File: src/rtl/xlat_merge_pkg.sv
package xlat_merge_pkg;

  typedef enum logic [1:0] {
    MT_NORMAL = 2'd0,
    MT_DEVICE = 2'd1,
    MT_STRONG = 2'd2
  } mtype_e;

  localparam logic [1:0] CA_NONE = 2'd0;
  localparam logic [1:0] CA_WT   = 2'd2;
  localparam logic [1:0] CA_WB   = 2'd3;

  localparam int unsigned NUM_CLEVELS = 2;

endpackage

File: src/rtl/xlat_cache_level.sv
module xlat_cache_level
  import xlat_merge_pkg::*;
(
  input  logic [1:0] code_a,
  input  logic [1:0] code_b,
  output logic [1:0] code_y
);
  always_comb begin
    if (code_a == CA_NONE || code_b == CA_NONE)
      code_y = CA_NONE;
    else if (code_a == CA_WT || code_b == CA_WT)
      code_y = CA_WT;
    else
      code_y = CA_WB;
  end
endmodule

File: src/rtl/xlat_attr_merge.sv
module xlat_attr_merge
  import xlat_merge_pkg::*;
(
  input  logic [1:0] a_mtype,
  input  logic [1:0] a_inner,
  input  logic [1:0] a_outer,
  input  logic       a_ish,
  input  logic       a_osh,
  input  logic       a_nc,
  input  logic       a_xn,
  input  logic [1:0] b_mtype,
  input  logic [1:0] b_inner,
  input  logic [1:0] b_outer,
  input  logic       b_ish,
  input  logic       b_osh,
  input  logic       b_nc,
  input  logic       b_xn,
  output logic [1:0] y_mtype,
  output logic [1:0] y_inner,
  output logic [1:0] y_outer,
  output logic       y_ish,
  output logic       y_osh,
  output logic       y_nc,
  output logic       y_xn
);
  logic [1:0] lvl_a [NUM_CLEVELS];
  logic [1:0] lvl_b [NUM_CLEVELS];
  logic [1:0] lvl_y [NUM_CLEVELS];
  logic       is_normal;
  logic       all_nc;

  assign lvl_a[0] = a_inner;
  assign lvl_a[1] = a_outer;
  assign lvl_b[0] = b_inner;
  assign lvl_b[1] = b_outer;

  for (genvar g = 0; g < NUM_CLEVELS; g++) begin : g_lvl
    xlat_cache_level u_lvl (
      .code_a (lvl_a[g]),
      .code_b (lvl_b[g]),
      .code_y (lvl_y[g])
    );
  end

  always_comb begin
    if (a_mtype == MT_STRONG || b_mtype == MT_STRONG)
      y_mtype = MT_STRONG;
    else if (a_mtype == MT_DEVICE || b_mtype == MT_DEVICE)
      y_mtype = MT_DEVICE;
    else
      y_mtype = MT_NORMAL;
  end

  assign is_normal = (y_mtype == MT_NORMAL);
  assign y_inner   = is_normal ? lvl_y[0] : CA_NONE;
  assign y_outer   = is_normal ? lvl_y[1] : CA_NONE;
  assign all_nc    = (y_inner == CA_NONE) && (y_outer == CA_NONE);
  assign y_ish     = a_ish | b_ish | all_nc | ~is_normal;
  assign y_osh     = a_osh | b_osh | all_nc | ~is_normal;
  assign y_nc      = a_nc | b_nc;
  assign y_xn      = a_xn | b_xn;
endmodule

File: src/rtl/xlat_page_merge.sv
module xlat_page_merge #(
  parameter int VA_W = 48,
  parameter int PA_W = 40,
  parameter int SZ_W = 6
) (
  input  logic [VA_W-1:0] va,
  input  logic [SZ_W-1:0] a_size,
  input  logic [VA_W-1:0] a_vpn,
  input  logic [PA_W-1:0] a_pfn,
  input  logic [SZ_W-1:0] b_size,
  input  logic [PA_W-1:0] b_pfn,
  output logic [SZ_W-1:0] y_size,
  output logic [VA_W-1:0] y_vpn,
  output logic [PA_W-1:0] y_pfn
);
  localparam logic [PA_W-1:0] ALL_ONES = {PA_W{1'b1}};

  logic [SZ_W-1:0] diff;
  logic [PA_W-1:0] low_mask;

  assign diff     = b_size - a_size;
  assign low_mask = ~(ALL_ONES << diff);

  always_comb begin
    if (a_size > b_size) begin
      y_size = b_size;
      y_vpn  = va >> b_size;
      y_pfn  = b_pfn;
    end else if (a_size < b_size) begin
      y_size = a_size;
      y_vpn  = a_vpn;
      y_pfn  = (b_pfn << diff) | (a_pfn & low_mask);
    end else begin
      y_size = a_size;
      y_vpn  = a_vpn;
      y_pfn  = b_pfn;
    end
  end
endmodule

File: src/rtl/xlat_merge.sv
module xlat_merge
  import xlat_merge_pkg::*;
#(
  parameter int VA_W = 48,
  parameter int PA_W = 40,
  parameter int SZ_W = 6
) (
  input  logic            clk,
  input  logic            rst,
  input  logic            in_valid,
  output logic            in_ready,
  input  logic            s2_fault,
  input  logic [VA_W-1:0] va,
  input  logic [SZ_W-1:0] s1_size,
  input  logic [VA_W-1:0] s1_vpn,
  input  logic [PA_W-1:0] s1_pfn,
  input  logic [1:0]      s1_mtype,
  input  logic [1:0]      s1_inner,
  input  logic [1:0]      s1_outer,
  input  logic            s1_ish,
  input  logic            s1_osh,
  input  logic            s1_nc,
  input  logic            s1_xn,
  input  logic [SZ_W-1:0] s2_size,
  input  logic [PA_W-1:0] s2_pfn,
  input  logic [1:0]      s2_mtype,
  input  logic [1:0]      s2_inner,
  input  logic [1:0]      s2_outer,
  input  logic            s2_ish,
  input  logic            s2_osh,
  input  logic            s2_nc,
  input  logic            s2_xn,
  output logic            out_valid,
  input  logic            out_ready,
  output logic            out_fault,
  output logic [VA_W-1:0] out_fault_va,
  output logic [SZ_W-1:0] out_size,
  output logic [VA_W-1:0] out_vpn,
  output logic [PA_W-1:0] out_pfn,
  output logic [1:0]      out_mtype,
  output logic [1:0]      out_inner,
  output logic [1:0]      out_outer,
  output logic            out_ish,
  output logic            out_osh,
  output logic            out_nc,
  output logic            out_xn
);
  logic [1:0]      m_mtype, m_inner, m_outer;
  logic            m_ish, m_osh, m_nc, m_xn;
  logic [SZ_W-1:0] m_size;
  logic [VA_W-1:0] m_vpn;
  logic [PA_W-1:0] m_pfn;
  logic            take;

  xlat_attr_merge u_attr (
    .a_mtype (s1_mtype), .a_inner (s1_inner), .a_outer (s1_outer),
    .a_ish   (s1_ish),   .a_osh   (s1_osh),   .a_nc    (s1_nc),
    .a_xn    (s1_xn),
    .b_mtype (s2_mtype), .b_inner (s2_inner), .b_outer (s2_outer),
    .b_ish   (s2_ish),   .b_osh   (s2_osh),   .b_nc    (s2_nc),
    .b_xn    (s2_xn),
    .y_mtype (m_mtype),  .y_inner (m_inner),  .y_outer (m_outer),
    .y_ish   (m_ish),    .y_osh   (m_osh),    .y_nc    (m_nc),
    .y_xn    (m_xn)
  );

  xlat_page_merge #(.VA_W(VA_W), .PA_W(PA_W), .SZ_W(SZ_W)) u_page (
    .va     (va),
    .a_size (s1_size), .a_vpn (s1_vpn), .a_pfn (s1_pfn),
    .b_size (s2_size), .b_pfn (s2_pfn),
    .y_size (m_size),  .y_vpn (m_vpn),  .y_pfn (m_pfn)
  );

  assign in_ready = ~out_valid | out_ready;
  assign take     = in_valid & in_ready;

  always_ff @(posedge clk) begin
    if (rst) begin
      out_valid <= 1'b0;
      out_fault <= 1'b0;
    end else if (take) begin
      out_valid <= 1'b1;
      out_fault <= s2_fault;
    end else if (out_ready) begin
      out_valid <= 1'b0;
    end
  end

  always_ff @(posedge clk) begin
    if (take) begin
      out_fault_va <= s2_fault ? va : '0;
      if (s2_fault) begin
        out_size  <= '0;
        out_vpn   <= '0;
        out_pfn   <= '0;
        out_mtype <= '0;
        out_inner <= '0;
        out_outer <= '0;
        out_ish   <= 1'b0;
        out_osh   <= 1'b0;
        out_nc    <= 1'b0;
        out_xn    <= 1'b0;
      end else begin
        out_size  <= m_size;
        out_vpn   <= m_vpn;
        out_pfn   <= m_pfn;
        out_mtype <= m_mtype;
        out_inner <= m_inner;
        out_outer <= m_outer;
        out_ish   <= m_ish;
        out_osh   <= m_osh;
        out_nc    <= m_nc;
        out_xn    <= m_xn;
      end
    end
  end
endmodule

File: config.mk
export PLATFORM = sky130hd
export DESIGN_NAME = xlat_merge
export DESIGN_NICKNAME = d
export VERILOG_FILES = /design/src/rtl/xlat_merge_pkg.sv /design/src/rtl/xlat_cache_level.sv /design/src/rtl/xlat_attr_merge.sv /design/src/rtl/xlat_page_merge.sv /design/src/rtl/xlat_merge.sv
export SDC_FILE = /design/constraint.sdc
export NUM_CORES = 1
export LEC_CHECK = 0
export BUFFER_PORTS_ARGS = -buffer_cell sky130_fd_sc_hd__buf_4
export CAP_MARGIN = 20
export CORE_ASPECT_RATIO = 0.9
export CORE_UTILIZATION = 45
export CTS_BUF_LIST = sky130_fd_sc_hd__clkbuf_16
export DETAILED_ROUTE_END_ITERATION = 16
export PLACE_DENSITY = 0.76
export SYNTH_ARGS = -nofsm -noshare
export SYNTH_HDL_FRONTEND = slang
export SYNTH_SLANG_ARGS = --single-unit
File: constraint.sdc
create_clock -name clk -period 11.7 [get_ports clk]
set_input_delay 3.51 -clock clk [delete_from_list [all_inputs] [get_ports clk]]
set_output_delay 3.51 -clock clk [all_outputs]
set_load 0.02 [all_outputs]
Yosys cells after proc, flatten, opt, wreduce, memory -nomap -nowiden:

Cells that the tools add are included.

* logic and storage cells: 71
* bits in latches: 0
* register bits after elaboration: 154
* RAM bits: 0
* ROM bits: 0
* memories: 0
* input bits: 213
* output and inout port bits: 155

* $mul: 0
* multiplexer cells: 14
* reductions and logical operators: 15
* div/mod/pow operators: 0
* order comparisons: 2
* bitwise operators: 15
* add/subtract/negate cells: 1
* shift-type cells: 3
* eq/ne operators: 8

Operators with widths (count)
* $mux W40: 2
* $mux W48: 1
* $shr A48 B6 Y48: 1
* $and A40 B40 Y40: 1
* $not A40 Y40: 1
* $or A40 B40 Y40: 1
* $shl A40 B6 Y40: 1
* $shl A40 B6 Y40 const A: 1
* $logic_not A2 Y1: 7
* $eq A2 B2 Y1 const B: 6
* $mux W2: 5
* $or A1 B1 Y1: 9
* $gt A6 B6 Y1: 1
* $logic_or A1 B1 Y1: 6
* $lt A6 B6 Y1: 1
* $mux W6: 1
* $sub A6 B6 Y6: 1
* $mux W1: 5
* $eq A2 B1 Y1 const B: 2
* $not A1 Y1: 2
* $reduce_bool A2 Y1: 1
* $and A1 B1 Y1: 1
* $logic_and A1 B1 Y1: 1

Longest topological paths before layout:

* depth in word-level cells: 10
* mapped depth: 15
* gate-level depth less buffers: 11

Cells and area by module:

Synthesis repeated with hierarchy kept, for this count alone.

* cell total of the unflattened synthesis: 1322
* area, all modules: 12326.8 um^2

By module, submodules not included
* xlat_page_merge: times used 1, area an instance 6475.0 um^2, cells each 969, sequential area each 0.0 um^2
* xlat_merge: times used 1, area an instance 5685.5 um^2, cells each 329, sequential area each 4604.4 um^2
* xlat_attr_merge: times used 1, area an instance 133.9 um^2, cells each 20, sequential area each 0.0 um^2
* xlat_cache_level: times used 2, area an instance 16.3 um^2, cells each 2, sequential area each 0.0 um^2

Least setup slack after synthesis:

No wires, ideal clock.

* path type: input to register
* start point: input out_ready
* end point: register out_fault
* path buffers: 0
* setup slack: 3785 ps
* cell stages on the path: 4
* required time: 11572 ps
* library setup time: 128 ps
* arrival time: 7787 ps
* cell sequence: nand2b_1 -> and2_1 -> mux2i_1 -> nor2_1

* cells in the longest elaborated chain, start to end: 2

RTL lines
* start, declared: RTL line xlat_merge.sv:34 `input logic out_ready,`
* $or A1 B1 Y1: RTL line xlat_merge.sv:74 `assign in_ready = ~out_valid | out_ready;`
* $and A1 B1 Y1: RTL line xlat_merge.sv:75 `assign take = in_valid & in_ready;`
* via take: RTL line xlat_merge.sv:53 `logic take;`
* end signal, assigned: RTL line xlat_merge.sv:83 `out_fault <= s2_fault;`
* end, declared: RTL line xlat_merge.sv:35 `output logic out_fault,`

The timed path passes the listed nets, and every way through them passes these cells.
A chain may end at the register's enable or synchronous reset.

Worst setup path after layout:

* start point: input s2_size[0]
* end point: register out_pfn[23] (data pin)

* cells in the longest elaborated chain, start to end: 7
* elaborated cells between the ends (all ways): 10
* those cells by class: add/sub (1); order compare (2); shift (2); mux (2); bitwise (3)

RTL lines
* start, declared: RTL line xlat_merge.sv:24 `input logic [SZ_W-1:0] s2_size,`
* $sub A6 B6 Y6: RTL line xlat_page_merge.sv:21 `assign diff = b_size - a_size;`
* $shl A40 B6 Y40: RTL line xlat_page_merge.sv:22 `assign low_mask = ~(ALL_ONES << diff);`
* $not A40 Y40: RTL line xlat_page_merge.sv:22
* $and A40 B40 Y40: RTL line xlat_page_merge.sv:32 `y_pfn = (b_pfn << diff) | (a_pfn & low_mask);`
* $or A40 B40 Y40: RTL line xlat_page_merge.sv:32
* $mux W40: RTL line xlat_page_merge.sv:29 `end else if (a_size < b_size) begin`
* $mux W40 *: RTL line xlat_page_merge.sv:25 `if (a_size > b_size) begin`
* end signal, assigned: RTL line xlat_merge.sv:106 `out_pfn <= m_pfn;`
* end, declared: RTL line xlat_merge.sv:39 `output logic [PA_W-1:0] out_pfn,`

Mark *: on every way between the ends. The rest lies on a longest branch, timed or not.

==> results.ini <==
[yosys]
syn_area_um2 = 11900
ys_warn_count = 0
synth-adder-area-share_pct = 0.882
synthCells = 1204
yosysUniqueCellTypes = 66
ys_ff_latch = 154
synth_compound_area_share_pct = 17.8
seq_area_frac_synth_pct = 38.7
synth_simple_gate_area_share_pct = 14.0
synth_top_family_by_area = multiplexers
yosys_most_used_dff = edfxtp_1
synth_nets = 1424
synthArstFlopShare_pct = 0
synth_mux_area_share_pct = 23.2
synth_xor_area_share_pct = 0.725
avgSynthCellArea_um2 = 9.89
synth_edf_count = 152

[detailed_routing]
drt_first_pass_iters = 6
ant_nets = 0
drt-total-wl_um = 43900
drt_iter0_markers = 1654
num_vias = 11600
viasPerCell = 6.23
drc = 0
wire_per_inst_um = 23.6

[floorplan]
pin_count = 368
rows = 56
fp.dieH_um = 156
initial_core_util_pct = 45.8
core_area_um2 = 26000
die_x_um = 173
dieArea_um2 = 27100

[final_layout]
fin_nets = 1719
fill_cells = 2228
multi_input_area_um2 = 6770
drive_above_1_share_pct = 34.1
area_growth_pct = 29.2
ff_latch_area_um2 = 4600

[setup_path]
slowest_stage = clkinv_1
critical_path.top_delay_family = buffers and inverters
start_kind = primary input
crit_required_ns = 11.85
worstSetupStartpoint = s2_size[0]
crit_fanout = 38
worstSetupPathType = primary input to flop
end_kind = flop
path_buf_inv = 5
crit_chain = buf_4 -> inv_2 -> ha_2 -> inv_1 -> fa_1 -> buf_4 -> clkinv_1 -> mux2_2 -> nor2_1 -> a211oi_1 -> o21ai_0 -> a311oi_1
timing.rr.start = out_valid
slowest_delay_ns = 0.93
arrival_ns = 7.83
r2r_setup_slack_ns = 9.57
crit_top_cell = buf_4

[clock_network]
ctsResizeCount = 0
clock_latency_ns = 0.45
postCtsSetupBuffers = 0
ctsHoldBuffers = 0
numClockSinks = 154
htreeDepth = 4
cts_tree = done
max-clock-path-buffers = 2
clkTransAtPathRegs_ns = 0.07
cts_buffers = 17
cts_root_buffer = clkbuf_16

[sta]
setup_viol = 0
period_share_pct = 65.6
max_slew_margin_pct = 27.4
finalMaxSlewViolations = 0
fin_crit_ns = 7.68
final-hold-violation-count = 0
layout_setup_ws_ns = 4.02
skew_ns = 0.0217
tightest_slew_ns = 1.09
max_freq_ghz = 0.130
setup_tns_ns = 0
rsz0062_at_grt = false

[status]
status = complete, no violations

[power]
irDropWorstVdd_uv = 89.4
p_leak_uw = 0.00642
p_per_area_nw_per_um2 = 135

[worst_hold_path]
hp-start = out_fault
hold_class = flop to flop

[global_routing]
antenna_found_initial = 3
overflow = 0
grt_pass1_vias = 10700
grt_max_degree = 83
grt_pass1_wl_um = 65000
grt_usage_pct = 31.6

[placed_design]
port_buffers = 367
place_ws_ns = 3.74
place_congestion = 1.05
dp_hpwl_um = 32500

[run]
cap_violations = 0

[path summary, 6_finish.rpt]
path | end | depth (start not counted)
worst max register to register | out_fault | 5
worst max-delay path | out_pfn[23] | 12
worst min register to register | out_fault | 2
worst min-delay path | out_fault | 2
[power breakdown]
part	leakage, uW	internal (uW)	switching [uW]
Sequential	0.00153	663	16.1
Combinational	0.00459	312	492
Clock	0.000302	310	279
Total	0.00642	1290	787
[per-layer routing]
metal	GRT usage, %	wire length (um)	vias to the layer above
li1	-	-	5159
met1	43.4	17600	5457
met2	47.8	19300	875
met3	7.07	5240	114
met4	13.4	1780	2
met5	0	13	-
[per-stage QoR]
step | utilization (%) | hold slack [ns] | total power [uW] | instance area (um^2) | instances
floorplan | - | 0.579 | 1190 | 11900 | 1204
global placement | 56.8 | 0.475 | 1460 | 14800 | 1828
detailed placement | 56.8 | 0.508 | 1470 | 14800 | 1828
CTS | 59.2 | 0.528 | 2060 | 15400 | 1860
global route | 59.2 | 0.593 | 2140 | 15400 | 1861
finish | 59.2 | 0.528 | 2070 | 15400 | 1862
[Yosys cell counts (3+ instances only)]
| library cell | n | share of area, % |
|---|---|---|
| nand3b_1 | 3 | 0.19 |
| a22oi_1 | 29 | 1.8 |
| nand3_1 | 7 | 0.29 |
| a311oi_1 | 10 | 0.74 |
| o22ai_1 | 33 | 1.7 |
| nand4_1 | 3 | 0.16 |
| clkbuf_1 | 52 | 1.6 |
| o21a_1 | 8 | 0.50 |
| buf_1 | 7 | 0.22 |
| buf_4 | 7 | 0.44 |
| and3_1 | 5 | 0.26 |
| a31oi_1 | 12 | 0.63 |
| nand2_1 | 120 | 3.8 |
| inv_1 | 19 | 0.60 |
| mux4_2 | 39 | 7.4 |
| ha_1 | 6 | 0.63 |
| edfxtp_1 | 152 | 38 |
| a22o_1 | 18 | 1.3 |
| or3_1 | 3 | 0.16 |
| mux2_2 | 43 | 4.1 |
| a21oi_1 | 72 | 3.0 |
| o211ai_1 | 13 | 0.82 |
| nor2b_1 | 4 | 0.21 |
| nor2_1 | 112 | 3.5 |
| nor3_1 | 21 | 0.88 |
| a21o_1 | 5 | 0.32 |
| buf_2 | 39 | 1.6 |
| nand2b_1 | 12 | 0.63 |
| a211o_1 | 5 | 0.37 |
| a221oi_1 | 7 | 0.51 |
| a211oi_1 | 21 | 1.3 |
| a2bb2oi_1 | 4 | 0.29 |
| o21ai_0 | 67 | 2.8 |
| and2_1 | 62 | 3.3 |
| o32ai_1 | 4 | 0.29 |
| mux2i_1 | 140 | 12 |
[cell usage in the layout, fill, tap and decap left out, drive strengths merged, types with 3 or more instances in the layout]
cell | netlist | final
and2 | 62 | 62
a21oi | 73 | 73
a221oi | 7 | 7
a211oi | 21 | 21
and3 | 5 | 5
o21ai | 69 | 69
edfxtp | 152 | 152
o32ai | 4 | 4
nor2 | 112 | 112
mux4 | 39 | 39
xnor2 | 4 | 4
or3 | 3 | 3
o311ai | 3 | 3
nand3 | 7 | 7
nor4 | 3 | 3
buf | 54 | 383
a21o | 5 | 5
a22o | 18 | 18
o22ai | 33 | 33
a311oi | 11 | 11
o211ai | 13 | 13
nor3 | 22 | 22
nor2b | 4 | 4
clkinv | 1 | 6
nand4 | 3 | 3
o21a | 8 | 8
a31oi | 12 | 12
a2bb2oi | 4 | 4
nand2 | 121 | 121
a211o | 5 | 5
mux2 | 43 | 43
ha | 6 | 6
nand2b | 12 | 12
a22oi | 29 | 29
clkbuf | 53 | 17
mux2i | 140 | 140
nand3b | 3 | 3
inv | 21 | 30
[sequential cells by signal, summed over array words and instances, names as in the netlist]
name / cells
out_fault_va: 48
out_vpn: 48
out_pfn: 40
out_size: 6
out_inner: 2
out_mtype: 2
out_outer: 2
out_fault: 1
out_ish: 1
out_nc: 1
out_osh: 1
out_valid: 1
out_xn: 1
[final cells by class]
cell class / instances / area share [%]
antenna: 2 / 0.0325
timing repair buffer: 383 / 18.7
tap: 348 / 2.83
multi-input combinational: 921 / 44.0
clock buffer: 17 / 2.76
clock inverter: 15 / 1.24
sequential: 154 / 29.9
inverter: 22 / 0.537
[worst min-delay path: cells and delay by family (launching register included)]
family / cells / cell delay, ns
AND/OR/NAND/NOR: 1 / 0.09
multiplexers: 1 / 0.07
flip-flops: 1 / 0.34
[logic make-up after synthesis]
group                    after synthesis
AO/OA/AOI/OAI                        323
multiplexers                         222
AND/OR/NAND/NOR                      362
buffers and inverters                129
flip-flops                           154
adder cells (fa/ha/maj)                8
XOR/XNOR                               6
No activity file was read; power rests on OpenSTA's default activity.
